File: src/rtl/adc_seq_pkg.sv
package adc_seq_pkg;

  // control byte field positions
  localparam int FLD_CHAN_LO = 0;
  localparam int FLD_CHAN_W  = 4;
  localparam int FLD_BIP     = 4;
  localparam int FLD_MODE    = 5;
  localparam int FLD_PD_LO   = 6;
  localparam int FLD_PD_W    = 2;

  typedef enum logic [1:0] {
    SEQ_IDLE,
    SEQ_ACQ_TIMED,
    SEQ_ACQ_OPEN,
    SEQ_CONV
  } seqState_t;

  typedef struct packed {
    logic loadCtrl;   // write event: capture control fields
    logic checkChan;  // write closing/restarting an open window
    logic convDone;   // last conversion cycle, not abandoned
    logic readClr;    // read event
  } seqStrobes_t;

endpackage

File: src/rtl/adc_seq_ctrl.sv
module adc_seq_ctrl
  import adc_seq_pkg::*;
#(
  parameter int ACQ_CYCLES  = 6,
  parameter int CONV_CYCLES = 12
) (
  input  logic        clk,
  input  logic        rstN,
  input  logic        csN,
  input  logic        wrN,
  input  logic        rdN,
  input  logic        openMode,
  output seqStrobes_t strobes,
  output logic        trackEn,
  output logic        convBusy,
  output logic        samplePulse
);

  localparam int MAX_CYC = (ACQ_CYCLES > CONV_CYCLES) ? ACQ_CYCLES : CONV_CYCLES;
  localparam int CNT_W   = $clog2(MAX_CYC + 1);
  localparam logic [CNT_W-1:0] ACQ_LAST  = CNT_W'(ACQ_CYCLES - 1);
  localparam logic [CNT_W-1:0] CONV_LAST = CNT_W'(CONV_CYCLES - 1);

  seqState_t        state;
  logic [CNT_W-1:0] cnt;
  logic             wrNq, rdNq;
  logic             writeEvt, readEvt;

  assign writeEvt = !wrNq && wrN && !csN;
  assign readEvt  = rdNq && !rdN && !csN;

  always_comb begin
    strobes           = '0;
    strobes.loadCtrl  = writeEvt;
    strobes.checkChan = writeEvt && (state == SEQ_ACQ_OPEN);
    strobes.convDone  = !writeEvt && (state == SEQ_CONV) && (cnt == CONV_LAST);
    strobes.readClr   = readEvt;
  end

  always_ff @(posedge clk) begin
    if (!rstN) begin
      wrNq <= 1'b1;
      rdNq <= 1'b1;
    end else begin
      wrNq <= wrN;
      rdNq <= rdN;
    end
  end

  always_ff @(posedge clk) begin
    if (!rstN) begin
      state <= SEQ_IDLE;
      cnt   <= '0;
    end else if (writeEvt) begin
      cnt <= '0;
      if (openMode)                   state <= SEQ_ACQ_OPEN;
      else if (state == SEQ_ACQ_OPEN) state <= SEQ_CONV;
      else                            state <= SEQ_ACQ_TIMED;
    end else begin
      unique case (state)
        SEQ_ACQ_TIMED: begin
          if (cnt == ACQ_LAST) begin
            state <= SEQ_CONV;
            cnt   <= '0;
          end else begin
            cnt <= cnt + 1'b1;
          end
        end
        SEQ_CONV: begin
          if (cnt == CONV_LAST) begin
            state <= SEQ_IDLE;
            cnt   <= '0;
          end else begin
            cnt <= cnt + 1'b1;
          end
        end
        default: cnt <= '0;
      endcase
    end
  end

  assign trackEn     = (state == SEQ_ACQ_TIMED) || (state == SEQ_ACQ_OPEN);
  assign convBusy    = (state == SEQ_CONV);
  assign samplePulse = (state == SEQ_CONV) && (cnt == '0);

endmodule

File: src/rtl/adc_seq_dp.sv
module adc_seq_dp
  import adc_seq_pkg::*;
#(
  parameter int RES_W  = 12,
  parameter int BUS_W  = 8,
  parameter int CHAN_W = 4,
  parameter int PD_W   = 2
) (
  input  logic              clk,
  input  logic              rstN,
  input  seqStrobes_t       strobes,
  input  logic [CHAN_W-1:0] chanIn,
  input  logic              bipIn,
  input  logic [PD_W-1:0]   pdIn,
  input  logic [RES_W-1:0]  resultCode,
  input  logic              csN,
  input  logic              rdN,
  input  logic              hiByteSel,
  output logic [BUS_W-1:0]  busOut,
  output logic              busOe,
  output logic              intN,
  output logic [CHAN_W-1:0] chanSel,
  output logic              bipolarSel,
  output logic [PD_W-1:0]   pwrDown,
  output logic              chanErr
);

  localparam int HI_W  = RES_W - BUS_W;
  localparam int PAD_W = BUS_W - HI_W;

  logic [RES_W-1:0] resReg;
  logic             resBip;
  logic             intFlag;
  logic [BUS_W-1:0] hiWord, loWord;

  always_ff @(posedge clk) begin
    if (!rstN) begin
      chanSel    <= '0;
      bipolarSel <= 1'b0;
      pwrDown    <= '0;
      chanErr    <= 1'b0;
    end else if (strobes.loadCtrl) begin
      chanSel    <= chanIn;
      bipolarSel <= bipIn;
      pwrDown    <= pdIn;
      if (strobes.checkChan && (chanIn != chanSel)) chanErr <= 1'b1;
    end
  end

  always_ff @(posedge clk) begin
    if (!rstN) begin
      resReg <= '0;
      resBip <= 1'b0;
    end else if (strobes.convDone) begin
      resReg <= resultCode;
      resBip <= bipolarSel;
    end
  end

  // completion outranks a same-cycle read; a write never meets convDone
  always_ff @(posedge clk) begin
    if (!rstN)                  intFlag <= 1'b0;
    else if (strobes.loadCtrl)  intFlag <= 1'b0;
    else if (strobes.convDone)  intFlag <= 1'b1;
    else if (strobes.readClr)   intFlag <= 1'b0;
  end

  assign intN   = !intFlag;
  assign loWord = resReg[BUS_W-1:0];
  assign hiWord = {{PAD_W{resBip & resReg[RES_W-1]}}, resReg[RES_W-1:BUS_W]};
  assign busOe  = !csN && !rdN;
  assign busOut = busOe ? (hiByteSel ? hiWord : loWord) : '0;

endmodule

File: src/rtl/adc_seq.sv
module adc_seq
  import adc_seq_pkg::*;
#(
  parameter int ACQ_CYCLES  = 6,
  parameter int CONV_CYCLES = 12
) (
  input  logic        clk,
  input  logic        rstN,
  input  logic        csN,
  input  logic        wrN,
  input  logic        rdN,
  input  logic        hiByteSel,
  input  logic [7:0]  busIn,
  input  logic [11:0] resultCode,
  output logic [7:0]  busOut,
  output logic        busOe,
  output logic        intN,
  output logic [3:0]  chanSel,
  output logic        bipolarSel,
  output logic [1:0]  pwrDown,
  output logic        trackEn,
  output logic        convBusy,
  output logic        samplePulse,
  output logic        chanErr
);

  seqStrobes_t strobes;

  adc_seq_ctrl #(
    .ACQ_CYCLES (ACQ_CYCLES),
    .CONV_CYCLES(CONV_CYCLES)
  ) u_ctrl (
    .clk        (clk),
    .rstN       (rstN),
    .csN        (csN),
    .wrN        (wrN),
    .rdN        (rdN),
    .openMode   (busIn[FLD_MODE]),
    .strobes    (strobes),
    .trackEn    (trackEn),
    .convBusy   (convBusy),
    .samplePulse(samplePulse)
  );

  adc_seq_dp #(
    .RES_W (12),
    .BUS_W (8),
    .CHAN_W(FLD_CHAN_W),
    .PD_W  (FLD_PD_W)
  ) u_dp (
    .clk       (clk),
    .rstN      (rstN),
    .strobes   (strobes),
    .chanIn    (busIn[FLD_CHAN_LO +: FLD_CHAN_W]),
    .bipIn     (busIn[FLD_BIP]),
    .pdIn      (busIn[FLD_PD_LO +: FLD_PD_W]),
    .resultCode(resultCode),
    .csN       (csN),
    .rdN       (rdN),
    .hiByteSel (hiByteSel),
    .busOut    (busOut),
    .busOe     (busOe),
    .intN      (intN),
    .chanSel   (chanSel),
    .bipolarSel(bipolarSel),
    .pwrDown   (pwrDown),
    .chanErr   (chanErr)
  );

endmodule

File: config.mk
export PLATFORM = sky130hd
export DESIGN_NAME = adc_seq
export DESIGN_NICKNAME = d
export VERILOG_FILES = /design/src/rtl/adc_seq_pkg.sv /design/src/rtl/adc_seq_ctrl.sv /design/src/rtl/adc_seq_dp.sv /design/src/rtl/adc_seq.sv
export SDC_FILE = /design/constraint.sdc
export NUM_CORES = 1
export LEC_CHECK = 0
export ABC_AREA = 0
export BUFFER_PORTS_ARGS = -buffer_cell sky130_fd_sc_hd__buf_2
export CAP_MARGIN = 20
export CORE_AREA = 10 10 76 59
export CTS_BUF_LIST = sky130_fd_sc_hd__clkbuf_4 sky130_fd_sc_hd__clkbuf_8
export DETAILED_ROUTE_END_ITERATION = 16
export DIE_AREA = 0 0 86 69
export GPL_TIMING_DRIVEN = 1
export PLACE_DENSITY = 0.8
export SLEW_MARGIN = 10
export SYNTH_ARGS = -nofsm -noshare
export SYNTH_HDL_FRONTEND = slang
export SYNTH_SLANG_ARGS = --single-unit
File: constraint.sdc
create_clock -name clk -period 3.05 [get_ports clk]
set_input_delay 0.305 -clock clk [delete_from_list [all_inputs] [get_ports clk]]
set_output_delay 0.305 -clock clk [all_outputs]
set_load 0.01 [all_outputs]
==> summary.txt <==
WORST SETUP PATH
------------------------------------------------------------------------------
Setup CP Type ................................................... flop to flop
Critical path launch point type .................................         flop
Capturing element type of the critical path .....................         flop
Arrival @ worst endpoint ........................................      1.84 ns
Crit-path max FO ................................................           15
Reg2Reg Setup Slack .............................................      1.33 ns
Depth of the worst register-to-register path ....................            4
Data required time at the worst endpoint ........................      3.17 ns
Reg-to-reg endpoint ............................................. u_ctrl.state[1]$_SDFFE_PN0P_
Start of the worst register-to-register path .................... u_ctrl.cnt[0]$_SDFF_PP0_

DETAILED ROUTING
------------------------------------------------------------------------------
DR vias/cell ....................................................        5.141
Total iterations of the first detailed-routing run ..............            4
Number of DRC violations after detailed routing .................            0
Final Routed Wirelength .........................................      3533 um
Per-cell routed wire length .....................................     14.19 um
Iteration-0 DRC count of the detailed router ....................           40
Total number of vias ............................................         1280
Number of nets with antenna violations after detailed routing ...            0

PWR
------------------------------------------------------------------------------
Post-layout power ...............................................     787.1 uW
Cell Pwr Density ................................................ 441.5 nW/um^2
Static leakage .................................................. 0.0007684 uW
Peak VDD IR .....................................................    0.3223 mV

DIE
------------------------------------------------------------------------------
Initial Util ....................................................       0.4846
Total number of placement rows ..................................           17
Core region area ................................................    3042 um^2
DIE WIDTH .......................................................        86 um
Ports placed on the boundary ....................................           47
Height of the die ...............................................        69 um
Area of the die .................................................    5934 um^2

STA
------------------------------------------------------------------------------
Setup-violating endpoint count in the final report ..............            0
RSZ-0062 raised after global routing ............................        false
Transition at the pin with the smallest max-transition slack ....    0.7925 ns
Final total negative setup slack ................................         0 ns
Final hold viol count ...........................................            0
Final critical delay including setup and external delays ........     1.719 ns
Final worst clock skew ..........................................  0.004416 ns
Slack of the critical path ......................................     1.331 ns
Count of final max-slew check failures ..........................            0
Part of the cycle the worst path needs ..........................       0.5637
Worst slew slack as a fraction of its limit .....................       0.4717
Fmax ............................................................   0.5816 GHz

WORST HOLD PATH
------------------------------------------------------------------------------
Endpoint of the worst hold-timing path .......................... u_ctrl.rdNq$_SDFF_PN1_
Hold path startpoint ............................................          rdN
Path category of the worst min-delay check ...................... primary input to flop
Hold Path Depth .................................................            2

GRT
------------------------------------------------------------------------------
Wire length of the first global-routing pass ....................      5892 um
Aggregate global-route resource usage ...........................       0.1165
Via count of the first global-routing pass ......................         1275
Antenna violations before repair ................................            0
Global-route congestion overflow total ..........................            0
Pin count of the biggest net entering global routing ............           29

CTS
------------------------------------------------------------------------------
Clock root cell .................................................     clkbuf_8
Worst-skew pair later-pin latency ...............................      0.28 ns
CTS clk-pin slew, worst paths ...................................      0.06 ns
Post CTS Setup Buffer Count .....................................            0
Number of hold-repair buffers added at the cts stage ............            0
Clock tree from TritonCTS .......................................          yes
Total number of H-tree levels ...................................            2
CTS Sinks .......................................................           30
Worst-case clock buffer depth ...................................            2
Number of clock buffers inserted by TritonCTS ...................            5
Number of gates resized after CTS ...............................            0

PLACED DESIGN
------------------------------------------------------------------------------
Post-placement worst setup slack ................................     1.307 ns
Detailed placement HPWL .........................................      2636 um
Placer congestion estimate ......................................       0.7401
Port Buffer Count ...............................................           46

LAYOUT
------------------------------------------------------------------------------
Share of layout cells above drive strength 1 ....................       0.2701
Final-stage net count ...........................................          242
Area overhead of the layout relative to synthesis ...............       20.97%
Number of antenna repair diodes .................................            0

SYNTHESIS
------------------------------------------------------------------------------
Largest cells by area after synthesis ........................... dfxtp_1, a21boi_1, ha_1, nand3_1, o21ai_0
Synthesis Warnings ..............................................            0
Number of different library cells in the post-synthesis netlist .           37
Netlist Area Pre-Place ..........................................    1474 um^2
Mapped Avg Cell Area ............................................   8.773 um^2
Sequential cell area fraction in the yosys report ...............       0.4075
Area share of the largest cell type after synthesis .............       0.4075
Cell count after synthesis ......................................          168
FF+latch count, synth ...........................................           30
Total nets after synthesis ......................................          200
Cell accounting for the most synthesized area ...................      dfxtp_1

JOB
------------------------------------------------------------------------------
Max_cap viols ...................................................            0

OUTCOME
------------------------------------------------------------------------------
Outcome ......................................................... complete, no violations

[state kept, by name (all words and copies together) (netlist names)]
name,cells
u_dp.resReg,12
u_ctrl.cnt,4
u_dp.chanSel,4
u_ctrl.state,2
u_dp.pwrDown,2
u_ctrl.rdNq,1
u_ctrl.wrNq,1
u_dp.bipolarSel,1
u_dp.chanErr,1
u_dp.intFlag,1
u_dp.resBip,1
[critical path, stage by stage (launching register included)]
cell and delay, ns:
dfxtp_1 0.40, ha_1 0.25, nand4b_1 0.49, nor2_1 0.32, o32ai_1 0.12
[worst max path at each step]
stage                                    to                          from  depth (start not counted)  slack (ns)
3_5_place_dp       u_ctrl.cnt[1]$_SDFF_PP0_                           wrN                          4        1.31
2_1_floorplan                   samplePulse  u_ctrl.state[0]$_SDFFE_PN0P_                          2        1.63
5_1_grt         u_dp.resReg[9]$_SDFFE_PN0P_  u_ctrl.state[1]$_SDFFE_PN0P_                          4        1.14
6_report       u_ctrl.state[1]$_SDFFE_PN0P_      u_ctrl.cnt[0]$_SDFF_PP0_                          4        1.33
4_1_cts        u_ctrl.state[1]$_SDFFE_PN0P_      u_ctrl.cnt[0]$_SDFF_PP0_                          4        1.36
3_3_place_gp   u_ctrl.state[1]$_SDFFE_PN0P_                           wrN                          4        1.38
[routing by layer]
| metal | part of all wire | global-route usage |
|---|---|---|
| met4 | 0.0099 | 0.03261 |
| met5 | 0 | 0 |
| met2 | 0.39 | 0.1654 |
| met3 | 0.087 | 0.05386 |
| met1 | 0.51 | 0.1522 |
[per-stage QoR]
stage	instances	utilization	hold slack (ns)	instance area, um^2
after floorplan	168	-	0.4065	1474
after global placement	241	0.5549	0.4441	1688
after detailed placement	241	0.5549	0.4518	1688
after CTS	249	0.5862	0.2150	1783
after global routing	249	0.5862	0.2461	1783
final	249	0.5862	0.2232	1783
[synthesized netlist by cell type (all sizes together)]
library cell,count
clkbuf,5
a21boi,20
and4b,1
o211ai,1
inv,7
buf,7
nor4bb,1
xor2,5
a21o,1
nor4,1
nand2b,2
dfxtp,30
o21ai,15
mux2i,4
ha,6
nand3b,3
or3b,1
or2,1
o21a,4
nand4b,1
nor3b,2
a21oi,5
nand3,15
o32ai,1
nor2b,1
nor2,5
o31ai,1
and3b,1
nor3,3
xnor2,1
nand2,17
[power breakdown]
| group | internal, uW | leakage, uW | switching [uW] |
|---|---|---|---|
| Combinational | 27.7 | 0.000474 | 30.6 |
| Sequential | 396 | 0.000243 | 3.01 |
| Clock | 190 | 0.0000517 | 139 |
| Total | 614 | 0.000768 | 173 |
[cell type report]
type / instances / area, um^2
clock inverters: 1 / 5.005
multi-input cells: 119 / 775.7
repair buffers: 47 / 237.7
fillers: 287 / 1259
inverters: 7 / 26.28
clock buffers: 7 / 90.09
flip-flops and latches: 30 / 600.6
well taps: 38 / 47.55
[logic make-up (layout without fill, tap and decap cells)]
group	after synthesis	after routing	share of synthesized area
fa+ha+maj	6	6	0.05093
buf+inv	19	62	0.06622
compound gates	48	48	0.2139
mux	4	4	0.02717
flops	30	30	0.4075
simple gates	55	55	0.1986
xor+xnor	6	6	0.03565
[cells in the final DEF, fill, tap and decap left out, types with 5 or more instances in the layout]
cell      Yosys  routed
nand3_1      15      15
a21boi_1     19      19
dfxtp_1      30      30
o21ai_0      15      15
inv_1         7       7
clkbuf_8      0       6
ha_1          6       6
nor2_1        5       5
nand2_1      17      17
buf_2         4      46
xor2_1        5       5
No activity file was read; power rests on OpenSTA's default activity.
